### config.mk
export PLATFORM = sky130hd
export DESIGN_NAME = self_trig_gen
export DESIGN_NICKNAME = d
export VERILOG_FILES = /design/src/rtl/stg_pkg.sv /design/src/rtl/stg_period_reg.sv /design/src/rtl/stg_tick_counter.sv /design/src/rtl/stg_out_gate.sv /design/src/rtl/self_trig_gen.sv
export SDC_FILE = /design/constraint.sdc
export NUM_CORES = 1
export LEC_CHECK = 0
export BUFFER_PORTS_ARGS = -buffer_cell sky130_fd_sc_hd__buf_4
export CAP_MARGIN = 10
export CORE_UTILIZATION = 60
export CTS_BUF_LIST = sky130_fd_sc_hd__clkbuf_4 sky130_fd_sc_hd__clkbuf_8
export DETAILED_ROUTE_END_ITERATION = 12
export PLACE_DENSITY = 0.85
export REMOVE_ABC_BUFFERS = 1
export SLEW_MARGIN = 0
export SYNTH_ARGS = -nofsm -noshare
export SYNTH_HDL_FRONTEND = slang
export SYNTH_SLANG_ARGS = --single-unit
### constraint.sdc
create_clock -name clk_i -period 9.6 [get_ports clk_i]
set_clock_uncertainty 0.05 [all_clocks]
set_input_delay 1.44 -clock clk_i [delete_from_list [all_inputs] [get_ports clk_i]]
set_output_delay 1.44 -clock clk_i [all_outputs]
set_load 0.02 [all_outputs]
### src/rtl/stg_pkg.sv
package stg_pkg;
  parameter int unsigned STG_PERIOD_W = 28;
endpackage

### src/rtl/stg_period_reg.sv
module stg_period_reg #(
  parameter int unsigned W = stg_pkg::STG_PERIOD_W
) (
  input  logic         clk_i,
  input  logic         rst_ni,
  input  logic         we_i,
  input  logic [W-1:0] val_i,
  output logic [W-1:0] period_o,
  output logic         active_o
);
  logic [W-1:0] period_q;
  logic         active_q;

  always_ff @(posedge clk_i or negedge rst_ni) begin
    if (!rst_ni) begin
      period_q <= '0;
      active_q <= 1'b0;
    end else if (we_i) begin
      period_q <= val_i;
      active_q <= (val_i != '0);
    end
  end

  assign period_o = period_q;
  assign active_o = active_q;
endmodule

### src/rtl/stg_tick_counter.sv
module stg_tick_counter #(
  parameter int unsigned W = stg_pkg::STG_PERIOD_W
) (
  input  logic         clk_i,
  input  logic         rst_ni,
  input  logic         restart_i,
  input  logic         active_i,
  input  logic [W-1:0] period_i,
  output logic         hit_o
);
  localparam logic [W-1:0] ONE = W'(1);

  logic [W-1:0] cnt_q;
  logic [W-1:0] last_idx;

  assign last_idx = period_i - ONE;
  assign hit_o    = active_i && (cnt_q == last_idx);

  always_ff @(posedge clk_i or negedge rst_ni) begin
    if (!rst_ni) begin
      cnt_q <= '0;
    end else if (restart_i || !active_i || hit_o) begin
      // restart takes priority; a hit wraps to zero as well
      cnt_q <= '0;
    end else begin
      cnt_q <= cnt_q + ONE;
    end
  end
endmodule

### src/rtl/stg_out_gate.sv
module stg_out_gate (
  input  logic hit_i,
  input  logic line_en_i,
  output logic trig_o,
  output logic line_o
);
  assign trig_o = hit_i;
  assign line_o = hit_i & line_en_i;
endmodule

### src/rtl/self_trig_gen.sv
module self_trig_gen #(
  parameter int unsigned PERIOD_W = stg_pkg::STG_PERIOD_W
) (
  input  logic                clk_i,
  input  logic                rst_ni,
  input  logic [PERIOD_W-1:0] period_i,
  input  logic                period_we_i,
  input  logic                line_test_en_i,
  output logic                trig_o,
  output logic                line_test_o,
  output logic                active_o
);
  logic [PERIOD_W-1:0] period_q;
  logic                active_q;
  logic                hit;

  stg_period_reg #(.W(PERIOD_W)) u_period (
    .clk_i    (clk_i),
    .rst_ni   (rst_ni),
    .we_i     (period_we_i),
    .val_i    (period_i),
    .period_o (period_q),
    .active_o (active_q)
  );

  stg_tick_counter #(.W(PERIOD_W)) u_cnt (
    .clk_i     (clk_i),
    .rst_ni    (rst_ni),
    .restart_i (period_we_i),
    .active_i  (active_q),
    .period_i  (period_q),
    .hit_o     (hit)
  );

  stg_out_gate u_gate (
    .hit_i     (hit),
    .line_en_i (line_test_en_i),
    .trig_o    (trig_o),
    .line_o    (line_test_o)
  );

  assign active_o = active_q;
endmodule

=== After elaboration in Yosys (flattened, before gate mapping) ===
Cells that the tools add are included.

* Add/sub/neg operators: 2
* Equal/unequal tests: 1
* Muxes and demuxes: 1
* Bitwise logic cells: 1
* Reductions and logical operators: 5

{| class="wikitable"
|+ Operators by type and width
! operator !! count
|-
| $add 28x1->28 const B || 1
|-
| $eq 28x28->1 || 1
|-
| $mux 28 || 1
|-
| $reduce_bool 28->1 || 1
|-
| $sub 28x1->28 const B || 1
|-
| $logic_or 1x1->1 || 2
|-
| $and 1x1->1 || 1
|-
| $logic_and 1x1->1 || 1
|-
| $logic_not 1->1 || 1
|}

* Bits in registers: 57
* Input bits: 32
* Output and inout bits: 3
* Word-level logic and storage cells: 13

=== Longest topological paths before layout ===
* Depth after elaboration: 5
* Mapped depth: 10
* Mapped depth without buffers: 9

=== Hierarchy ===
From an unflattened synthesis, not the netlist that was laid out.

* Cell total of the unflattened synthesis: 344
* Area, all modules: 3,469.6 um^2

{| class="wikitable"
|+ By module, submodules not included
! module !! instances !! cells an instance !! area an instance (um^2) !! sequential area each (um^2)
|-
| stg_tick_counter || 1 || 271 || 2,321.0 || 700.7
|-
| stg_period_reg || 1 || 71 || 1,134.8 || 725.7
|-
| stg_out_gate || 1 || 2 || 13.8 || 0.0
|}

=== Worst setup path before layout ===
Ideal clock, no wire load.

* Path type: flip-flop to output port
* Start point: register u_period.period_q[0] (netlist: u_period.period_o[0])
* End point: output port line_test_o
* Arrival: 2,741 ps
* Required time: 8,110 ps
* Slack: 5,369 ps
* Stages on the path, launching flop included: 10
* Path buffers: 1
* Cells stage by stage: dfrtp_1 -> inv_1 -> ha_1 -> nor4b_2 -> nand4_1 -> or4_1 -> a311o_1 -> a21oi_1 -> buf_2 -> and3_1

* Cells in the longest elaborated chain, start to end: 4

{| class="wikitable"
|+ RTL lines
! item !! line !! text
|-
| start, declared || stg_period_reg.sv:11 || <nowiki>logic [W-1:0] period_q;</nowiki>
|-
| start signal, assigned || stg_period_reg.sv:19 || <nowiki>period_q <= val_i;</nowiki>
|-
| $sub 28x1->28 || stg_tick_counter.sv:16 || <nowiki>assign last_idx = period_i - ONE;</nowiki>
|-
| $eq 28x28->1 || stg_tick_counter.sv:17 || <nowiki>assign hit_o = active_i && (cnt_q == last_idx);</nowiki>
|-
| $logic_and 1x1->1 || stg_tick_counter.sv:17 ||
|-
| $and 1x1->1 || stg_out_gate.sv:8 || <nowiki>assign line_o = hit_i & line_en_i;</nowiki>
|-
| end, declared || self_trig_gen.sv:10 || <nowiki>output logic line_test_o,</nowiki>
|}

Every way passes these cells.

=== Final worst setup path ===
Ends and elaborated chain as after synthesis.

==> impl_results.md <==
* Area occupied by multi-input gates at 2060 µm²
* Outcome: complete, no violations
* Post-CTS setup repair buffer count at 0
* R2r worst-path depth at 9
* Port Buffers at 34
* Pre-CTS setup slack at 4.89 ns
* Worst slew margin relative to its limit at 44.6%
* Total die area at 6270 µm²
* Number of search-and-repair iterations in the first detailed-routing pass at 5
* Initial antenna violation count at 0
* Most frequently used cell type in the post-synthesis netlist: sky130_fd_sc_hd__dfrtp_1
* Sequential cell area at 1430 µm²
* Clock latency on the worst-skew pair at 0.35 ns
* CP Data Arrival Time at 3.69 ns
* Via total after detailed routing at 3065
* Startpoint of the worst register-to-register path: u_period.period_o[0]
* Filler cell count at 412
* Final Cycle Share at 54.0%
* Worst hold slack at 0.487 ns
* Relative area change from synthesis to final layout at 14.0%
* Most area-hungry cell type in the Yosys netlist: sky130_fd_sc_hd__dfrtp_1
* Num CTS Buffers at 9
* Number of buffers on the longest clock path at 2
* Pin slew with the least headroom to its limit at 0.824 ns
* Layout cell share with drive strength beyond 1 at 20.9%
* Remaining design rule violation count at 0
* Setup violation total in the final timing report at 0
* Largest net degree at the start of global routing at 58
* Netlist area before placement at 3570 µm²
* Static Leakage at 1.71 nW
* Async set or reset register ratio after synthesis at 100%
* Hold Fails Final Rpt at 0
* Setup slack of the most critical reg-to-reg path at 6.28 ns
* Resized cells post-CTS at 0
* Number of distinct library cell variants in the gate-level netlist after synthesis at 49
* NumNets Final at 445
* Met1 GRT Util at 40.7%
* Count of boundary I/O pins at 35
* End of the worst register-to-register path: u_cnt.cnt_q[4]
* Antenna Violating Nets Remaining at 0
* Path category of the worst min-delay check: reg -> reg
* Number of buffers inserted for hold repair after clock tree synthesis at 0
* Final antenna diode count at 0
* Count of flip-flops with a built-in enable after synthesis at 0
* Synthesized instance count at 382
* CTS tree: yes
* Core box area at 5610 µm²
* Max-cap violation count at 0
* Commonest cells post-synth: sky130_fd_sc_hd__dfrtp_1, sky130_fd_sc_hd__nand2_1, sky130_fd_sc_hd__xnor2_1
* Total track usage at 29.8%
* Yosys warning total at 0
* Total gr overflow at 0
* Chip width at 79.2 µm
* Register area share after synthesis at 39.9%
* RSZ-0062 raised after global routing: false
* Post-CTS clock slew at the launch and capture registers of the worst setup and hold paths at 0.07 ns
* Number of max-slew violations in the final report at 0
* Wire length after detailed routing at 8620 µm
* First-pass GRT wire length at 14100 µm
* Maximum VDD drop at 0.0000811 V
* Vertical die dimension at 79.2 µm
* Met3 usage in global routing at 5.52%
* Root Buffer: sky130_fd_sc_hd__clkbuf_8
* Final worst path period need at 5.18 ns
* Startpoint-to-endpoint class of the critical path: reg -> out
* Category of the worst setup path launch point: flop
* Via count of the first global-routing pass at 2933
* Hold Path End: u_period.period_o[27]
* Setup TNS Final at 0 ns
* Top achievable clock speed at 193 MHz
* Mapped Avg Cell Area at 9.36 µm²
* Core Rows at 27
* Most used routing layer: met2
* Placed cell count at 472
* Initial cell density of the core at 63.7%
* CTS sink cnt at 57
* Req. time, crit path at 8.11 ns
* Violation count after the first detailed-routing iteration at 290
* Largest fanout on the critical path at 30
* Setup crit end kind: primary output
* Post-synthesis register bit count at 57
* Smallest setup slack after layout at 4.42 ns
* Area share of the leading cell type in the synthesized netlist at 39.9%
* H-tree Lvls at 3
* Routability congestion estimate from global placement at 0.878
* Dominant synthesized flop cell: sky130_fd_sc_hd__dfrtp_1
* Met2 track demand over resource at 43.5%
* Top cells by area in the synthesized netlist: sky130_fd_sc_hd__dfrtp_1, sky130_fd_sc_hd__xnor2_1, sky130_fd_sc_hd__mux2_2
* Count of placed standard cells in the final layout, fillers left out at 488
* Number of instances on the worst hold path at 1
* Startpoint of the lowest-slack hold path: u_period.period_o[27]
* Detail Placement HPWL at 6050 µm
* Routed WL per cell at 17.7 µm
* Number of vias per cell at 6.28
* Power density cells at 144 nW/µm²
-- critical path, stage by stage (launching register included) --
cell and delay [ns]:
sky130_fd_sc_hd__dfrtp_1 0.41, sky130_fd_sc_hd__inv_1 0.09, sky130_fd_sc_hd__ha_1 0.20, sky130_fd_sc_hd__nor4b_2 0.57
sky130_fd_sc_hd__nand4_1 0.40, sky130_fd_sc_hd__or4_1 0.53, sky130_fd_sc_hd__a311o_1 0.39, sky130_fd_sc_hd__a21oi_2 0.13
sky130_fd_sc_hd__buf_4 0.30, sky130_fd_sc_hd__and3_1 0.20, sky130_fd_sc_hd__buf_4 0.13
-- power breakdown --
group	internal (mW)	leakage [nW]	switching (mW)
combinational	0.0402	0.873	0.0419
sequential	0.253	0.729	0.0201
clock	0.135	0.108	0.0980
-- cells in the final DEF, fill, tap and decap left out, drive strengths merged, types with 5 or more instances in the layout --
master  instances
o21ai           6
dfrtp          57
inv             6
nor3           10
clkbuf         13
nor2b           5
buf            37
nand4          13
xor2           23
nor4           14
nor2           16
nand2          50
xnor2          41
and3            7
a21oi          31
nand3          18
mux2           25
-- kinds of logic (layout without fill, tap and decap cells) --
group / Yosys count / after routing / share of synthesized area [%]
XOR/XNOR: 64 / 64 / 15.7
AO/OA/AOI/OAI: 52 / 52 / 8.58
buffers and inverters: 25 / 59 / 2.87
flip-flops: 57 / 57 / 39.9
adder cells (fa/ha/maj): 2 / 2 / 0.700
multiplexers: 26 / 26 / 8.51
AND/OR/NAND/NOR: 156 / 156 / 23.8
-- metal layers --
metal | share of wire [%] | vias up | wire [µm]
met5 | 0 | - | 0
met4 | 4.6 | 0 | 400
met3 | 6.5 | 34 | 563
met2 | 45 | 132 | 3910
met1 | 43 | 1476 | 3750
li1 | - | 1423 | -
-- worst max-delay path by stage --
stage / start / end / slack, ns / cells after the start
after global placement: u_period.period_o[0] / line_test_o / 5.08 / 10
after global routing: u_period.period_o[0] / line_test_o / 4.28 / 10
after CTS: u_period.period_o[0] / line_test_o / 4.50 / 10
after detailed placement: u_period.period_o[0] / line_test_o / 4.89 / 10
after floorplan: u_period.period_o[0] / line_test_o / 4.45 / 9
final: u_period.period_o[0] / line_test_o / 4.42 / 10
-- layout make-up --
type,count,share of cell area (%)
clock inverter,3,0.982
clock buffer,13,3.93
timing repair buffer,37,6.82
multi-input combinational,300,50.5
sequential,57,35.0
tap,72,2.21
inverter,6,0.553
-- flip-flops by register name, summed over array words and instances (netlist names) --
signal,cells
u_cnt.cnt_q,28
u_period.active_o,1
u_period.period_o,28
-- per-stage QoR --
step	instance area (µm²)	utilization [%]	total power [mW]
final	4080	72.7	0.588
after CTS	4080	72.7	0.588
after detailed placement	3870	69.1	0.358
after global placement	3870	69.1	0.354
after floorplan	3490	-	0.322
after global routing	4080	72.7	0.608
(Power assumes the default switching activity.)
